$ cat src/rtl/lsr_pkg.sv
package lsr_pkg;
    localparam int DATA_W = 8;

    typedef struct packed {
        logic [DATA_W-1:0] data;
        logic              perr;
        logic              ferr;
        logic              brk;
    } rx_ent_t;
endpackage

$ cat src/rtl/lsr_rx_fifo.sv
module lsr_rx_fifo
    import lsr_pkg::*;
#(
    parameter int DEPTH = 16
) (
    input  logic                         clk,
    input  logic                         rst_n,
    input  logic                         push,
    input  rx_ent_t                      push_ent,
    input  logic                         pop,
    output logic                         pop_ok,
    output rx_ent_t                      top_ent,
    output logic [$clog2(DEPTH+1)-1:0]   count
);
    localparam int PTR_W = $clog2(DEPTH);
    localparam int CNT_W = $clog2(DEPTH+1);

    typedef struct packed {
        rx_ent_t [DEPTH-1:0] mem;
        logic [PTR_W-1:0]    wp;
        logic [PTR_W-1:0]    rp;
        logic [CNT_W-1:0]    cnt;
    } fifo_st_t;

    fifo_st_t s_d, s_q;

    function automatic logic [PTR_W-1:0] step(input logic [PTR_W-1:0] p);
        return (p == PTR_W'(DEPTH-1)) ? '0 : p + PTR_W'(1);
    endfunction

    always_comb begin
        s_d    = s_q;
        pop_ok = pop && (s_q.cnt != '0);
        if (push) begin
            s_d.mem[s_q.wp] = push_ent;
            s_d.wp          = step(s_q.wp);
        end
        if (pop_ok) begin
            s_d.rp = step(s_q.rp);
        end
        case ({push, pop_ok})
            2'b10:   s_d.cnt = s_q.cnt + CNT_W'(1);
            2'b01:   s_d.cnt = s_q.cnt - CNT_W'(1);
            default: s_d.cnt = s_q.cnt;
        endcase
    end

    always_ff @(posedge clk or negedge rst_n) begin
        if (!rst_n) s_q <= '0;
        else        s_q <= s_d;
    end

    assign top_ent = s_q.mem[s_q.rp];
    assign count   = s_q.cnt;

    // storage never accepts a write beyond its capacity
    p_no_overflow_r2: assert property (@(posedge clk) disable iff (!rst_n)
        push |-> ((s_q.cnt < CNT_W'(DEPTH)) || pop_ok));

    // the count never exceeds the storage depth
    p_cnt_bound_r9: assert property (@(posedge clk) disable iff (!rst_n)
        s_q.cnt <= CNT_W'(DEPTH));
endmodule

$ cat src/rtl/lsr_push_ctl.sv
module lsr_push_ctl (
    input  logic clk,
    input  logic rst_n,
    input  logic rx_done,
    input  logic rx_brk,
    input  logic rx_line,
    input  logic full,
    input  logic pop_ok,
    output logic push,
    output logic ovr_evt,
    output logic brk_hold
);
    typedef struct packed {
        logic hold;
    } ctl_st_t;

    ctl_st_t s_d, s_q;
    logic    take;
    logic    room;

    always_comb begin
        s_d     = s_q;
        take    = rx_done && !s_q.hold;
        room    = !full || pop_ok;
        push    = take && room;
        ovr_evt = take && !room;
        if (s_q.hold && rx_line) s_d.hold = 1'b0;
        if (take && rx_brk)      s_d.hold = 1'b1;
    end

    always_ff @(posedge clk or negedge rst_n) begin
        if (!rst_n) s_q <= '0;
        else        s_q <= s_d;
    end

    assign brk_hold = s_q.hold;

    // a break always leaves the block holding off further characters
    p_brk_enters_hold_r6: assert property (@(posedge clk) disable iff (!rst_n)
        (rx_done && rx_brk && !brk_hold) |=> brk_hold);
endmodule

$ cat src/rtl/lsr_err_track.sv
module lsr_err_track #(
    parameter int CNT_W = 5
) (
    input  logic clk,
    input  logic rst_n,
    input  logic push_err,
    input  logic pop_err,
    input  logic lsr_rd,
    output logic err_flag
);
    typedef struct packed {
        logic [CNT_W-1:0] cnt;
        logic             flag;
    } err_st_t;

    err_st_t s_d, s_q;

    always_comb begin
        s_d = s_q;
        case ({push_err, pop_err})
            2'b10:   s_d.cnt = s_q.cnt + CNT_W'(1);
            2'b01:   s_d.cnt = s_q.cnt - CNT_W'(1);
            default: s_d.cnt = s_q.cnt;
        endcase
        s_d.flag = (s_d.cnt != '0) && !lsr_rd;
    end

    always_ff @(posedge clk or negedge rst_n) begin
        if (!rst_n) s_q <= '0;
        else        s_q <= s_d;
    end

    assign err_flag = s_q.flag;

    // errored entries can only leave through a pop
    p_no_err_underflow_r8: assert property (@(posedge clk) disable iff (!rst_n)
        pop_err |-> (s_q.cnt != '0));
endmodule

$ cat src/rtl/uart_lsr_core.sv
module uart_lsr_core
    import lsr_pkg::*;
#(
    parameter int DEPTH = 16
) (
    input  logic              clk,
    input  logic              rst_n,
    input  logic              fifo_en,
    input  logic              rx_done,
    input  logic [DATA_W-1:0] rx_char,
    input  logic              rx_perr,
    input  logic              rx_ferr,
    input  logic              rx_brk,
    input  logic              rx_line,
    input  logic              rhr_pop,
    input  logic              lsr_rd,
    input  logic              thr_empty,
    input  logic              tsr_empty,
    output logic [7:0]        lsr,
    output logic [DATA_W-1:0] rhr_data
);
    localparam int CNT_W = $clog2(DEPTH+1);

    typedef struct packed {
        logic ovr;
    } top_st_t;

    top_st_t          s_d, s_q;
    logic             full;
    logic             push;
    logic             ovr_evt;
    logic             brk_hold;
    logic             pop_ok;
    logic             push_err;
    logic             pop_err;
    logic             err_flag;
    logic             dr;
    rx_ent_t          push_ent;
    rx_ent_t          top_ent;
    logic [CNT_W-1:0] count;

    always_comb begin
        full          = fifo_en ? (count == CNT_W'(DEPTH)) : (count != '0);
        push_ent.data = rx_brk ? '0 : rx_char;
        push_ent.perr = rx_perr;
        push_ent.ferr = rx_ferr;
        push_ent.brk  = rx_brk;
        push_err      = push && (rx_perr || rx_ferr || rx_brk);
        pop_err       = pop_ok && (top_ent.perr || top_ent.ferr || top_ent.brk);
        s_d           = s_q;
        if (ovr_evt)     s_d.ovr = 1'b1;
        else if (lsr_rd) s_d.ovr = 1'b0;
        dr            = (count != '0);
        lsr = {err_flag, thr_empty && tsr_empty, thr_empty,
               dr && top_ent.brk, dr && top_ent.ferr, dr && top_ent.perr,
               s_q.ovr, dr};
    end

    always_ff @(posedge clk or negedge rst_n) begin
        if (!rst_n) s_q <= '0;
        else        s_q <= s_d;
    end

    assign rhr_data = top_ent.data;

    lsr_push_ctl u_ctl (
        .clk      (clk),
        .rst_n    (rst_n),
        .rx_done  (rx_done),
        .rx_brk   (rx_brk),
        .rx_line  (rx_line),
        .full     (full),
        .pop_ok   (pop_ok),
        .push     (push),
        .ovr_evt  (ovr_evt),
        .brk_hold (brk_hold)
    );

    lsr_rx_fifo #(.DEPTH(DEPTH)) u_fifo (
        .clk      (clk),
        .rst_n    (rst_n),
        .push     (push),
        .push_ent (push_ent),
        .pop      (rhr_pop),
        .pop_ok   (pop_ok),
        .top_ent  (top_ent),
        .count    (count)
    );

    lsr_err_track #(.CNT_W(CNT_W)) u_err (
        .clk      (clk),
        .rst_n    (rst_n),
        .push_err (push_err),
        .pop_err  (pop_err),
        .lsr_rd   (lsr_rd),
        .err_flag (err_flag)
    );

    // completion into a full queue keeps the count and flags overrun
    p_ovr_drop_r2: assert property (@(posedge clk) disable iff (!rst_n)
        (fifo_en && rx_done && full && !pop_ok && !brk_hold)
        |=> (lsr[1] && count == $past(count)));

    // single-register mode drops a second character
    p_single_hold_r3: assert property (@(posedge clk) disable iff (!rst_n)
        (!fifo_en && count != '0 && rx_done && !pop_ok && !brk_hold)
        |=> (count == $past(count)));

    // while holding after a break nothing is stored
    p_brk_single_r6: assert property (@(posedge clk) disable iff (!rst_n)
        (brk_hold && rx_done && !rhr_pop) |=> (count == $past(count)));

    // an empty pair implies an empty holding stage
    p_temt_r7: assert property (@(posedge clk) disable iff (!rst_n)
        lsr[6] |-> lsr[5]);

    // the summary bit stays set until a read or an errored pop
    p_sticky_r8: assert property (@(posedge clk) disable iff (!rst_n)
        (lsr[7] && !lsr_rd && !pop_err) |=> lsr[7]);

    // a pop of an empty queue leaves it empty
    p_pop_empty_r9: assert property (@(posedge clk) disable iff (!rst_n)
        (count == '0 && rhr_pop && !rx_done) |=> (count == '0));
endmodule

$ cat config.mk
export PLATFORM = sky130hd
export DESIGN_NAME = uart_lsr_core
export DESIGN_NICKNAME = d
export VERILOG_FILES = /design/src/rtl/lsr_pkg.sv /design/src/rtl/lsr_rx_fifo.sv /design/src/rtl/lsr_push_ctl.sv /design/src/rtl/lsr_err_track.sv /design/src/rtl/uart_lsr_core.sv
export SDC_FILE = /design/constraint.sdc
export NUM_CORES = 1
export LEC_CHECK = 0
export ABC_AREA = 1
export BUFFER_PORTS_ARGS = -buffer_cell sky130_fd_sc_hd__buf_2
export CAP_MARGIN = 40
export CORE_MARGIN = 3
export CORE_UTILIZATION = 50
export CTS_BUF_LIST = sky130_fd_sc_hd__clkbuf_16
export DETAILED_ROUTE_END_ITERATION = 10
export HOLD_SLACK_MARGIN = 0.05
export PLACE_DENSITY = 0.7
export SYNTH_ARGS = -nofsm -noshare
export SYNTH_HDL_FRONTEND = slang
export SYNTH_SLANG_ARGS = --single-unit
$ cat constraint.sdc
create_clock -name clk -period 8.25 [get_ports clk]
set_input_delay 1.65 -clock clk [delete_from_list [all_inputs] [get_ports clk]]
set_output_delay 1.65 -clock clk [all_outputs]
set_load 0.05 [all_outputs]
# == Word-level counts from Yosys, hierarchy flattened ==
# Cells that the tools add are included.
# classes
add_sub_neg,6
order_cmp,3
eq_ne,7
muxes,15
reduce_logical,28
# op_table
cell,count
bitwise mux 176 bit,1
binary-select mux 11 bit (select 4 bit),1
demux 11 bit (select 4 bit),1
two-way mux 11 bit,2
one-hot mux 5 bit (2 select lines),2
logical AND 1 bit,14
"adder 5 x 1 -> 5 bit, second input constant",2
"less-than comparator 4 x 5 -> 1 bit, second input constant",2
nonzero test 5 bit,2
"subtractor 5 x 1 -> 5 bit, second input constant",2
"adder 4 x 1 -> 4 bit, second input constant",2
"== test 4 bit, second input constant",2
two-way mux 4 bit,2
two-way mux 8 bit,1
nonzero test 2 bit,3
"== test 5 bit, second input constant",1
logical OR 1 bit,5
two-way mux 1 bit,5
"== test 2 x 1 -> 1 bit, second input constant",2
"== test 2 bit, second input constant",2
">= comparator 4 x 1 -> 1 bit, second input constant",1
zero test 1 bit,4
# word_totals
reg_bits,197
out_inout_bits,16
elab_cells,130

# == Depth between registers and ports, before layout ==
# depth
depth_word,10
ltp_mapped,22
ltp_nobuf,20

# == By module ==
# Synthesis repeated with hierarchy kept, for this count alone.
# unflattened
hier_cells,1250
area_unflattened_um2,9653.0
# modules_own_cells
mod,instances,cells_each,area_each_um2,seq_area_each_um2
lsr_rx_fifo,1,1127,8907.3,4729.5
lsr_err_track,1,63,432.9,150.1
uart_lsr_core,1,47,239.0,25.0
lsr_push_ctl,1,13,73.8,25.0

# == Least setup slack after synthesis ==
# OpenSTA, ideal clock, no wires.
# synth_timing
path_type,input port to flip-flop
from,input port rx_done
to,register u_err.s_q (netlist bit u_err.err_flag)
t_arrival_ps,3806
slack_ps,4329
path_stages,15
n_path_buf,1
path_cell_list,nand2_1 -> clkinv_1 -> buf_6 -> nand2_1 -> inv_2 -> o31ai_1 -> ha_1 -> fa_1 -> or2_2 -> o21ai_0 -> inv_1 -> nor3_1 -> nand3_1 -> nor2_1 -> nor2_1
# synth_rtl
item,line,text
"start, declared",uart_lsr_core.sv:9,"input logic rx_done,"
"end signal, assigned",lsr_err_track.sv:29,if (!rst_n) s_q <= '0;
"end signal, assigned",lsr_err_track.sv:30,else s_q <= s_d;
"end, declared",lsr_err_track.sv:16,"err_st_t s_d, s_q;"

# == Worst setup path in the final report ==
# layout_timing
from,register u_fifo.s_q[5] (netlist bit)
to,output port lsr[4]
# layout_via
elab_chain_cells,3
# layout_rtl
item,line,text
"start, declared",lsr_rx_fifo.sv:25,"fifo_st_t s_d, s_q;"
"start signal, assigned",lsr_rx_fifo.sv:49,if (!rst_n) s_q <= '0;
"start signal, assigned",lsr_rx_fifo.sv:50,else s_q <= s_d;
binary-select mux 11 bit (select 4 bit),lsr_rx_fifo.sv:53,assign top_ent = s_q.mem[s_q.rp];
two-way mux 11 bit (not written as such),lsr_rx_fifo.sv:53,
logical AND 1 bit,uart_lsr_core.sv:55,"dr && top_ent.brk, dr && top_ent.ferr, dr && top_ent.perr,"
"end, declared",uart_lsr_core.sv:19,"output logic [7:0] lsr,"
# Every way passes these cells. The select of a mux whose other input is x is not followed.

==> metrics.md <==
| Metric | Value |
|---|---|
| Run status | `finished, final reports clean` |
| Logic pwr share | `0.417` |
| # resized after CTS | `0` |
| First-pass GRT wire length | `38400 um` |
| Clk slew on worst S/H paths | `around 70 ps` |
| Worst hold path type | `register to register` |
| Overall Global Routing Usage | `0.236` |
| CP Cell Sequence | `inv_2 > buf_4 > nand2_1 > nand2_1 > nand2_1 > nand3_1 > nand2_1 > nor2_1 > nor2_1 > nor2_1 > buf_2` |
| Drt via density | `around 5.5` |
| CTS root buf | `clkbuf_16` |
| Synthesized instance count | `1140` |
| Top_reg_cell synth | `dfrtp_1` |
| Static leakage | `~4.8 nW` |
| Share of post-route cells with drive strength above 1 | `0.0933` |
| Area grow syn2layout | `7.85%` |
| Commonest cells in the netlist | `nand2_1, dfrtp_1, o21ai_0` |
| Vias | `roughly 7500` |
| GPL Wtd Cong | `0.810` |
| Row count | `49` |
| Final min period | `~5000 ps` |
| Met1 usage | `0.338` |
| DIE AREA | `20800 um2` |
| Worst Path Arrival | `about 3300 ps` |
| # hold bufs at CTS | `0` |
| Die Wd | `144 um` |
| Clock share of power | `0.212` |
| Synth top area share | `0.515` |
| Slowest CP cell | `dfrtp_2` |
| Critical Path Most Common Cell | `nand2_1` |
| Count leader, synth | `nand2_1` |
| Asr flop ratio synth | `1.00` |
| Routed wire length per instance | `about 17 um` |
| Core area | `around 18000 um2` |
| Drt total wl | `23300 um` |
| Die height | `144 um` |
| R2R Setup Slk | `3810 ps` |
| Period Utilization, post-route | `0.604` |
| CTS Buf Count | `17` |
| Max-capacitance violation count | `0` |
| Peak VDD IR | `a little under 200 uV` |
| Htree depth | `4` |
| Psw | `1.81 mW` |
| DRC Markers | `0` |
| CTS sink count | `between 150 and 200` |
| Post-Syn Nets | `1175` |
| GR Layer Usage met3 | `0.0423` |
| Slew margin rel. | `0.376` |
| I/O pin cnt | `36` |
| Clk_lat worst skew | `roughly 440 ps` |
| WP data required | `6600 ps` |
| Final TNS setup | `0 ps` |
| Hold Vio Cnt, Final | `0` |
| Final core utilization | `0.561` |
| Crit path max-delay family | `buffers and inverters` |
| Worst R2R Path Depth | `19` |
| Max Freq | `201 MHz` |
| Postcts setup bufs | `0` |
| Fin. max-slew vios | `0` |
| Syn_area_per_cell | `8.39 um2` |
| Worst Path Buf+Inv | `3` |
| Min-delay src | `u_fifo.count[4]$_DFFE_PN0P_` |
| Final setup fails | `0` |
| Largest net degree at the start of global routing | `91` |
| Starting Density | `0.520` |
| Syn Std Cell Area | `9570 um2` |
| Critical Setup Path Class | `register to primary output` |
| PwrDens | `414 nW/um2` |
| Drt initial violations | `roughly 690` |
| Met2 GRT Util | `0.376` |
| GRT Residual Overflow | `0` |
| Main area contributors after synthesis | `dfrtp_1, nand2_1, o21ai_0` |
| Drt pass-1 iters | `5` |
| RSZ-0062 raised after global routing | `false` |
| Max stage delay on crit path | `roughly 640 ps` |
| Hold Path End | `u_fifo.count[4]$_DFFE_PN0P_` |
| WHS Path Cells | `1` |
| Final nets | `between 1000 and 1500` |
| Number of flops mapped to enable cells by yosys | `0` |
| Busiest grt layer | `met2` |
| Seq/Total Area, Yosys | `0.515` |
| #FFs+latches synth | `197` |
| Clk_skew | `approximately 10 ps` |
| Internal | `2.46 mW` |
| Worst R2R Start | `u_fifo.s_q[5]$_DFFE_PN0P_` |
| Antenna Cells | `0` |
| Yosys cell types | `33` |
| Yosys warnings | `0` |
| HPWL Detailed | `14200 um` |
| Buffers added on ports | `35` |
| Critical Path End Type | `primary output` |
| Worst reg2reg endpoint | `u_err.err_flag$_DFF_PN0_` |
| TritonCTS clock tree | `built` |
| Number of global-route vias before repair | `7130` |
| Initial antenna violation count | `0` |
| Worst-path fanout max | `54` |
| Fillers | `1676` |
| Seq pwr share | `0.371` |
| Yosys top cell by area | `dfrtp_1` |
| ANT nets after route | `0` |
| Critical path startpoint category | `register` |
| Switching Share | `0.424` |
| Tightest Pin Transition | `934 ps` |
| CTS Buffer Depth | `2` |
==> cell type report <==
cell class / count / area, um2 / share of cell area
well taps: 229 / 287 / 0.0278
multi-input cells: 794 / 3890 / 0.377
flip-flops and latches: 197 / 4930 / 0.478
repair buffers: 48 / 325 / 0.0315
clock buffers: 17 / 425 / 0.0412
clock inverters: 15 / 211 / 0.0205
inverters: 65 / 244 / 0.0237
==> how the worst max path moves through the flow <==
| stage | from | end | depth (start not counted) |
|---|---|---|---|
| finish | u_fifo.s_q[5]$_DFFE_PN0P_ | lsr[4] | 11 |
| global route | u_fifo.s_q[5]$_DFFE_PN0P_ | lsr[4] | 11 |
| CTS | u_fifo.s_q[5]$_DFFE_PN0P_ | lsr[4] | 11 |
| detailed placement | rx_done | u_err.err_flag$_DFF_PN0_ | 15 |
| global placement | rx_done | u_err.err_flag$_DFF_PN0_ | 15 |
| floorplan | rx_done | u_err.err_flag$_DFF_PN0_ | 15 |
==> power groups by stage <==
stage	registers [mW]	clock network [mW]	logic, mW
final	1.58	0.906	1.78
after detailed placement	1.59	0	1.79
after CTS	1.58	0.915	1.79
after global placement	1.58	0	1.74
after global routing	1.63	0.957	2.01
after floorplan	1.51	0	1.42
==> registers in the layout (all words and copies together), names as in the netlist <==
signal,flops
s_q,1
u_ctl.brk_hold,1
u_err.err_flag,1
u_err.s_q,5
u_fifo.count,5
u_fifo.s_q,184
==> through the flow <==
step | total power, mW | instance area, um2 | hold WS, ps | worst slack (ps) | std cells
floorplan | 2.94 | 9570 | 438 | 4330 | 1140
global route | 4.60 | 10300 | 499 | 3050 | 1365
detailed placement | 3.37 | 9680 | 458 | 3530 | 1333
CTS | 4.28 | 10300 | 476 | 3320 | 1365
finish | 4.27 | 10300 | 470 | 3270 | 1365
global placement | 3.32 | 9590 | 456 | 3620 | 1327
==> cell families (layout without fill, tap and decap cells) <==
logic type / after synthesis / count (layout) / share of synthesized area
DFF: 197 / 197 / 0.515
adders and majority gates: 15 / 15 / 0.0212
xor gates and xnor gates: 8 / 8 / 0.00733
buffers and inverters: 149 / 145 / 0.0777
AOI/OAI and AO/OA: 315 / 315 / 0.179
and+or+nand+nor: 456 / 456 / 0.199
==> worst reg2reg max path: cells and delay by family (launching register included) <==
family	cells	cell delay, ps
fa+ha+maj	2	760
simple gates	12	1390
buf+inv	3	1230
flops	1	640
compound gates	2	320
==> layout by cell type (no fill, tap or decap), types with 2 or more instances in the layout <==
cell | Yosys | final
ha_1 | 13 | 13
xor2_1 | 5 | 5
o21ai_1 | 63 | 63
o21ai_0 | 188 | 188
dfrtp_1 | 197 | 196
buf_2 | 16 | 34
fa_1 | 2 | 2
o21ai_2 | 14 | 14
o221ai_1 | 11 | 11
a21oi_1 | 9 | 9
o22ai_1 | 23 | 23
clkbuf_16 | 0 | 17
clkinv_1 | 2 | 3
inv_1 | 61 | 61
nor2_1 | 104 | 104
buf_6 | 11 | 3
nand3_1 | 46 | 46
o211ai_1 | 6 | 6
nand3_4 | 7 | 7
inv_2 | 2 | 3
xnor2_1 | 3 | 3
buf_4 | 4 | 8
clkinv_2 | 0 | 3
clkinvlp_4 | 0 | 4
nand2_1 | 292 | 292
bufinv_16 | 0 | 5
==> per-layer routing <==
metal / vias up / routed length [um]
li1: 3710 / -
met1: 3622 / 10900
met2: 194 / 11000
met3: 23 / 1120
met4: 0 / 258
met5: - / 0
No activity file was read; power rests on OpenSTA's default activity.
